==> src/rtl/valley_pkg.sv <==
// Package valley_pkg
// Shared widths and types for the valley counter block.
// Assumes: the valley count is a 3-bit quantity ranging 0..7.
package valley_pkg;
    localparam int          CNT_W   = 3;
    localparam logic [2:0]  CNT_MAX = 3'd7;

    typedef logic [CNT_W-1:0] vcount_t;
endpackage

==> src/rtl/vc_sync.sv <==
// Module vc_sync
// Multi-flop synchronizer that brings an asynchronous comparator level into
// the clock domain.
// Assumes: STAGES >= 2; the input is a slow level, not a pulse shorter than a clock.
module vc_sync #(
    parameter int   STAGES  = 2,
    parameter logic RST_VAL = 1'b0
) (
    input  logic clk,
    input  logic rst_n,
    input  logic d_i,
    output logic q_o
);
    logic [STAGES-1:0] pipe_q;

    generate
        for (genvar s = 0; s < STAGES; s++) begin : g_stage
            if (s == 0) begin : g_first
                // first capture flop samples the raw input
                always_ff @(posedge clk) begin
                    if (!rst_n) pipe_q[s] <= RST_VAL;
                    else        pipe_q[s] <= d_i;
                end
            end else begin : g_next
                // later flops resolve metastability
                always_ff @(posedge clk) begin
                    if (!rst_n) pipe_q[s] <= RST_VAL;
                    else        pipe_q[s] <= pipe_q[s-1];
                end
            end
        end
    endgenerate

    assign q_o = pipe_q[STAGES-1];
endmodule

==> src/rtl/vc_valley_count.sv <==
// Module vc_valley_count
// Counts falling edges of the synchronized zero-crossing level while the
// drive is off, saturating at the package maximum. Clears on a drive rising
// edge and issues a one-cycle turn-on request on reaching the target.
// Assumes: drive_i is already in the clock domain; block_i is the next-cycle
// fault state so a request never coincides with a fresh fault.
module vc_valley_count
    import valley_pkg::*;
(
    input  logic    clk,
    input  logic    rst_n,
    input  logic    zc_s_i,
    input  logic    drive_i,
    input  vcount_t target_i,
    input  logic    block_i,
    output vcount_t count_o,
    output logic    turn_on_o
);
    logic    zc_prev_q;
    logic    drive_prev_q;
    vcount_t count_q;
    vcount_t count_d;
    vcount_t count_inc;
    logic    turn_on_q;
    logic    zc_fall;
    logic    drive_rise;
    logic    step;
    logic    hit;

    // edge detection and next-count selection
    always_comb begin
        zc_fall    = zc_prev_q & ~zc_s_i;
        drive_rise = drive_i & ~drive_prev_q;
        step       = zc_fall & ~drive_i & (count_q != CNT_MAX);
        count_inc  = count_q + vcount_t'(1);
        hit        = step & (count_inc == target_i) & ~block_i;
        if (drive_rise)  count_d = '0;
        else if (step)   count_d = count_inc;
        else             count_d = count_q;
    end

    // history flops for edge detection
    always_ff @(posedge clk) begin
        if (!rst_n) begin
            zc_prev_q    <= 1'b0;
            drive_prev_q <= 1'b0;
        end else begin
            zc_prev_q    <= zc_s_i;
            drive_prev_q <= drive_i;
        end
    end

    // valley count and request register
    always_ff @(posedge clk) begin
        if (!rst_n) begin
            count_q   <= '0;
            turn_on_q <= 1'b0;
        end else begin
            count_q   <= count_d;
            turn_on_q <= hit & ~drive_rise;
        end
    end

    assign count_o   = count_q;
    assign turn_on_o = turn_on_q;
endmodule

==> src/rtl/vc_ovp_guard.sv <==
// Module vc_ovp_guard
// Times how long the synchronized overvoltage level stays high during the
// off-time and latches a fault once it has lasted BLANK_CYCLES cycles.
// Assumes: BLANK_CYCLES >= 1; drive_i is in the clock domain.
module vc_ovp_guard #(
    parameter int BLANK_CYCLES = 8
) (
    input  logic clk,
    input  logic rst_n,
    input  logic ovp_s_i,
    input  logic drive_i,
    output logic fault_o,
    output logic fault_next_o
);
    localparam int TW = (BLANK_CYCLES < 2) ? 1 : $clog2(BLANK_CYCLES);
    localparam logic [TW-1:0] LAST = TW'(BLANK_CYCLES - 1);

    logic [TW-1:0] timer_q;
    logic          fault_q;
    logic          qualify;
    logic          expire;

    // qualification of the overvoltage level and window expiry
    always_comb begin
        qualify      = ovp_s_i & ~drive_i;
        expire       = qualify & (timer_q == LAST);
        fault_next_o = fault_q | expire;
    end

    // blanking timer: restarts whenever the level drops or the drive turns on
    always_ff @(posedge clk) begin
        if (!rst_n)          timer_q <= '0;
        else if (!qualify)   timer_q <= '0;
        else if (!expire)    timer_q <= timer_q + TW'(1);
    end

    // sticky fault latch, cleared only by reset
    always_ff @(posedge clk) begin
        if (!rst_n) fault_q <= 1'b0;
        else        fault_q <= fault_next_o;
    end

    assign fault_o = fault_q;
endmodule

==> src/rtl/valley_counter_top.sv <==
// Module valley_counter_top
// Valley counter with turn-on request and overvoltage fault latch for a
// quasi-resonant switch controller.
// Assumes: comparator inputs are asynchronous levels; drive_on_i and target_i
// are synchronous to clk.
module valley_counter_top
    import valley_pkg::*;
#(
    parameter int SYNC_STAGES  = 2,
    parameter int BLANK_CYCLES = 8
) (
    input  logic       clk,
    input  logic       rst_n,
    input  logic       zc_cmp_i,
    input  logic       ovp_cmp_i,
    input  logic       drive_on_i,
    input  logic [2:0] target_i,
    output logic       turn_on_o,
    output logic [2:0] count_o,
    output logic       fault_o
);
    logic zc_s;
    logic ovp_s;
    logic fault_next;

    vc_sync #(.STAGES(SYNC_STAGES), .RST_VAL(1'b0)) u_zc_sync (
        .clk   (clk),
        .rst_n (rst_n),
        .d_i   (zc_cmp_i),
        .q_o   (zc_s)
    );

    vc_sync #(.STAGES(SYNC_STAGES), .RST_VAL(1'b0)) u_ovp_sync (
        .clk   (clk),
        .rst_n (rst_n),
        .d_i   (ovp_cmp_i),
        .q_o   (ovp_s)
    );

    vc_ovp_guard #(.BLANK_CYCLES(BLANK_CYCLES)) u_guard (
        .clk          (clk),
        .rst_n        (rst_n),
        .ovp_s_i      (ovp_s),
        .drive_i      (drive_on_i),
        .fault_o      (fault_o),
        .fault_next_o (fault_next)
    );

    vc_valley_count u_count (
        .clk       (clk),
        .rst_n     (rst_n),
        .zc_s_i    (zc_s),
        .drive_i   (drive_on_i),
        .target_i  (target_i),
        .block_i   (fault_next),
        .count_o   (count_o),
        .turn_on_o (turn_on_o)
    );
endmodule

==> config.mk <==
export PLATFORM = sky130hd
export DESIGN_NAME = valley_counter_top
export DESIGN_NICKNAME = d
export VERILOG_FILES = /design/src/rtl/valley_pkg.sv /design/src/rtl/vc_sync.sv /design/src/rtl/vc_valley_count.sv /design/src/rtl/vc_ovp_guard.sv /design/src/rtl/valley_counter_top.sv
export SDC_FILE = /design/constraint.sdc
export NUM_CORES = 1
export LEC_CHECK = 0
export BUFFER_PORTS_ARGS = -buffer_cell sky130_fd_sc_hd__buf_2
export CORE_AREA = 2 2 39 41
export CTS_CLUSTER_SIZE = 40
export DETAILED_ROUTE_END_ITERATION = 8
export DIE_AREA = 0 0 41 43
export GPL_TIMING_DRIVEN = 0
export PLACE_DENSITY = 0.66
export SYNTH_ARGS = -nofsm -noshare
export SYNTH_HDL_FRONTEND = slang
export SYNTH_HIERARCHICAL = 1
export SYNTH_SLANG_ARGS = --single-unit
==> constraint.sdc <==
create_clock -name clk -period 2.2 [get_ports clk]
set_clock_uncertainty 0.1 [all_clocks]
set_input_delay 0.11 -clock clk [delete_from_list [all_inputs] [get_ports clk]]
set_output_delay 0.11 -clock clk [all_outputs]
set_load 0.05 [all_outputs]
==> impl_metrics.ini <==
[floorplan]
design.portCount = 13
die_area_um2 = 1760
die_width_um = 41
effective_utilization_at_floorplan = 0.417
std_cell_rows = 14
placeable_core_area_um2 = 1380
dieHeight_um = 43

[global_routing]
grt_first_pass_wirelength_mm = 1.55
grt_antenna_before_repair = 0
grt_max_degree = 11
grt_residual_overflow = 0
grt_pass1_vias = 383
grt_use_total = 0.144

[timing]
setup_repair_after_global_routing_missed_its_margin = false
worst_slew_pin_slew_ns = 0.367
final_hold_viol_count = 0
setup_tns_ns = 0
clock.fmax_mhz = 614
worst_slew_margin_rel = 0.754
min_period_over_period = 0.740
finalCriticalPeriod_ns = 1.63
maxSlewViolCount = 0
report.final.setup_viol = 0

[final_layout]
layout-area-overhead-vs-synth_pct = 23.6
fraction_of_final_layout_cells_with_drive_strength_greater_than_1 = 0.314
diodes = 0
design.final.nets = 83
post-route-cell-area_um2 = 713
layout.core_utilization = 0.515

[logic_synthesis]
synth-seq-area-share = 0.486
postSynthRegisterBits = 14
ys.warnings.count = 6
synth.distinct_cells = 18
avgSynthCellArea_um2 = 11.1
syn-cell-area_um2 = 577
yosysTopAreaCell = sky130_fd_sc_hd__dfxtp_1
netlist_top_cells_area = sky130_fd_sc_hd__dfxtp_1 (49%), sky130_fd_sc_hd__ha_1 (8.7%), sky130_fd_sc_hd__mux2i_1 (6.9%)
synth_nets = 64
synthCells = 52
synth_top_area_share = 0.486

[setup_path]
beginning_of_the_worst_register_to_register_path = u_count/count_o[0]
critPathKind = reg -> reg
worst_ep_required_time_ns = 2.27
reg2reg_to = u_count/count_o[2]
timing.critical_path.to_type = flip-flop
crit_end = u_count/count_o[2]
crit_fanout = 4
worstRegToRegCells = 5
startpoint = u_count/count_o[0]
worst-endpoint-arrival_ns = 1.70
critPathLaunchType = flip-flop
ff2ff_setup_slack_ns = 0.57

[detailed_routing]
avgRoutedWirePerCell_um = 9.66
drt.antenna.violating_nets = 0
detailroute.via_count = 398
dr.pass1.iters = 4
avgViaCountPerCell = 4.63
remaining_drc_errors = 0
detail_route.iter0.violations = 5
wirelength_um = 831

[place]
finalWeightedCongestion = 0.693
placed_cell_area_um2 = 657
place.port_buffers = 12
detailed_place_hpwl_um = 594

[power_and_ir_drop]
cellPowerDensity_nw_per_um2 = 662
worst_ir_drop_vdd_uv = 348
power.leakage_uw = 0.000341
design_power_total_uw = 472

[clock_tree]
ctsLongestPathBuffers = 2
num_clock_sinks = 14
tritoncts = built
cts-htree-levels = 1
clk_transition_reported_paths_ns = 0.09
cts.root.buffer_cell = sky130_fd_sc_hd__clkbuf_4
cts_bufs_inserted = 3
latest_clock_arrival_within_the_worst_skew_pair_ns = 0.28

[min_path]
min-delay-path-class = in -> reg
hold_path_depth = 2

[job]
drv.max_cap_violation_count = 0

[outcome]
run_status = completed
report_power, final:
part	leakage [uW]	total (uW)	switching, uW	internal, uW
clock	0.0000210	185	84.4	101
combinational	0.000206	26.1	11.6	14.4
sequential	0.000114	261	2.31	259
state kept, by name (all words and copies together), names as in the netlist:
name / flops
u_count/drive_prev_q: 1
u_guard/fault_o: 1
u_count/turn_on_o: 1
u_count/zc_prev_q: 1
u_ovp_sync/pipe_q: 1
u_guard/timer_q: 3
u_zc_sync/q_o: 1
u_zc_sync/pipe_q: 1
u_ovp_sync/q_o: 1
u_count/count_o: 3
per-stage QoR:
stage          setup slack [ns]  hold slack, ns  std cells
3_3_place_gp              0.587           0.210         80
2_1_floorplan             0.421           0.121         52
6_report                  0.571          0.0371         86
3_5_place_dp              0.565           0.215         80
4_1_cts                   0.550          0.0233         86
5_1_grt                   0.453          0.0464         86
synth_stat cells:
library cell / n
sky130_fd_sc_hd__and2_2: 1
sky130_fd_sc_hd__and4b_2: 1
sky130_fd_sc_hd__nor4b_4: 1
sky130_fd_sc_hd__xnor2_1: 2
sky130_fd_sc_hd__dfxtp_1: 14
sky130_fd_sc_hd__xor2_1: 3
sky130_fd_sc_hd__nand2_1: 2
sky130_fd_sc_hd__nand4b_1: 1
sky130_fd_sc_hd__ha_1: 4
sky130_fd_sc_hd__inv_1: 2
sky130_fd_sc_hd__nor2_2: 1
sky130_fd_sc_hd__nand3b_1: 1
sky130_fd_sc_hd__o21ai_1: 1
sky130_fd_sc_hd__a31o_2: 1
sky130_fd_sc_hd__mux2i_1: 4
sky130_fd_sc_hd__and2_1: 5
sky130_fd_sc_hd__buf_6: 1
sky130_fd_sc_hd__nor2_1: 7
layout by cell type, fill, tap and decap left out:
cell	instances
sky130_fd_sc_hd__ha_1	4
sky130_fd_sc_hd__dlygate4sd3_1	2
sky130_fd_sc_hd__o21ai_1	1
sky130_fd_sc_hd__buf_6	1
sky130_fd_sc_hd__xor2_1	3
sky130_fd_sc_hd__nor2_1	7
sky130_fd_sc_hd__inv_1	2
sky130_fd_sc_hd__dfxtp_1	14
sky130_fd_sc_hd__buf_2	12
sky130_fd_sc_hd__nor2_2	1
sky130_fd_sc_hd__mux2i_1	4
sky130_fd_sc_hd__clkbuf_4	3
sky130_fd_sc_hd__and2_1	5
sky130_fd_sc_hd__nor4b_4	1
sky130_fd_sc_hd__xnor2_1	2
sky130_fd_sc_hd__nand4b_1	1
sky130_fd_sc_hd__and4b_2	1
sky130_fd_sc_hd__a31o_2	1
sky130_fd_sc_hd__clkbuf_8	1
sky130_fd_sc_hd__and2_2	1
sky130_fd_sc_hd__nand3b_1	1
sky130_fd_sc_hd__nand2_1	2
layout make-up:
type / instances / area (um2)
timing repair buffer: 14 / 80.1
sequential: 14 / 280
clock buffer: 4 / 36.3
tap: 16 / 20.0
inverter: 2 / 7.51
fill: 126 / 671
buffer: 1 / 11.3
multi-input combinational: 35 / 278
cells by family (layout without fill, tap and decap cells):
family	Yosys count	in the layout	share of synthesized area
compound gates	2	2	0.0239
xor+xnor	5	5	0.0759
fa+ha+maj	4	4	0.0868
buf+inv	3	21	0.0325
flops	14	14	0.486
mux	4	4	0.0694
simple gates	20	20	0.226
worst max-delay path: stages, from the launching register on:
cell	delay, ns
sky130_fd_sc_hd__dfxtp_1	0.36
sky130_fd_sc_hd__ha_1	0.21
sky130_fd_sc_hd__ha_1	0.21
sky130_fd_sc_hd__nor4b_4	0.36
sky130_fd_sc_hd__mux2i_1	0.23
sky130_fd_sc_hd__nor2_1	0.05
worst min-delay path by stage:
stage	startpoint	to	slack [ns]
floorplan	rst_n	u_guard/fault_o	0.12
global placement	zc_cmp_i	u_zc_sync/pipe_q[0]	0.21
detailed placement	ovp_cmp_i	u_ovp_sync/pipe_q[0]	0.21
CTS	rst_n	u_guard/fault_o	0.02
global route	drive_on_i	u_count/drive_prev_q	0.05
finish	drive_on_i	u_count/drive_prev_q	0.04
repair_timing:
item                                   4_1_cts  5_1_grt
buffers inserted                             0        0
endpoints found under the hold margin        2        0
resized for setup                            0        0
hold buffers                                 2        0
routing by layer:
metal,vias up,GRT usage,wire (um)
met5,-,0,0
met1,176,0.176,404
met3,2,0.0471,29
met4,0,0.160,15
li1,212,-,-
met2,8,0.175,381
No activity file was read; power rests on OpenSTA's default activity.
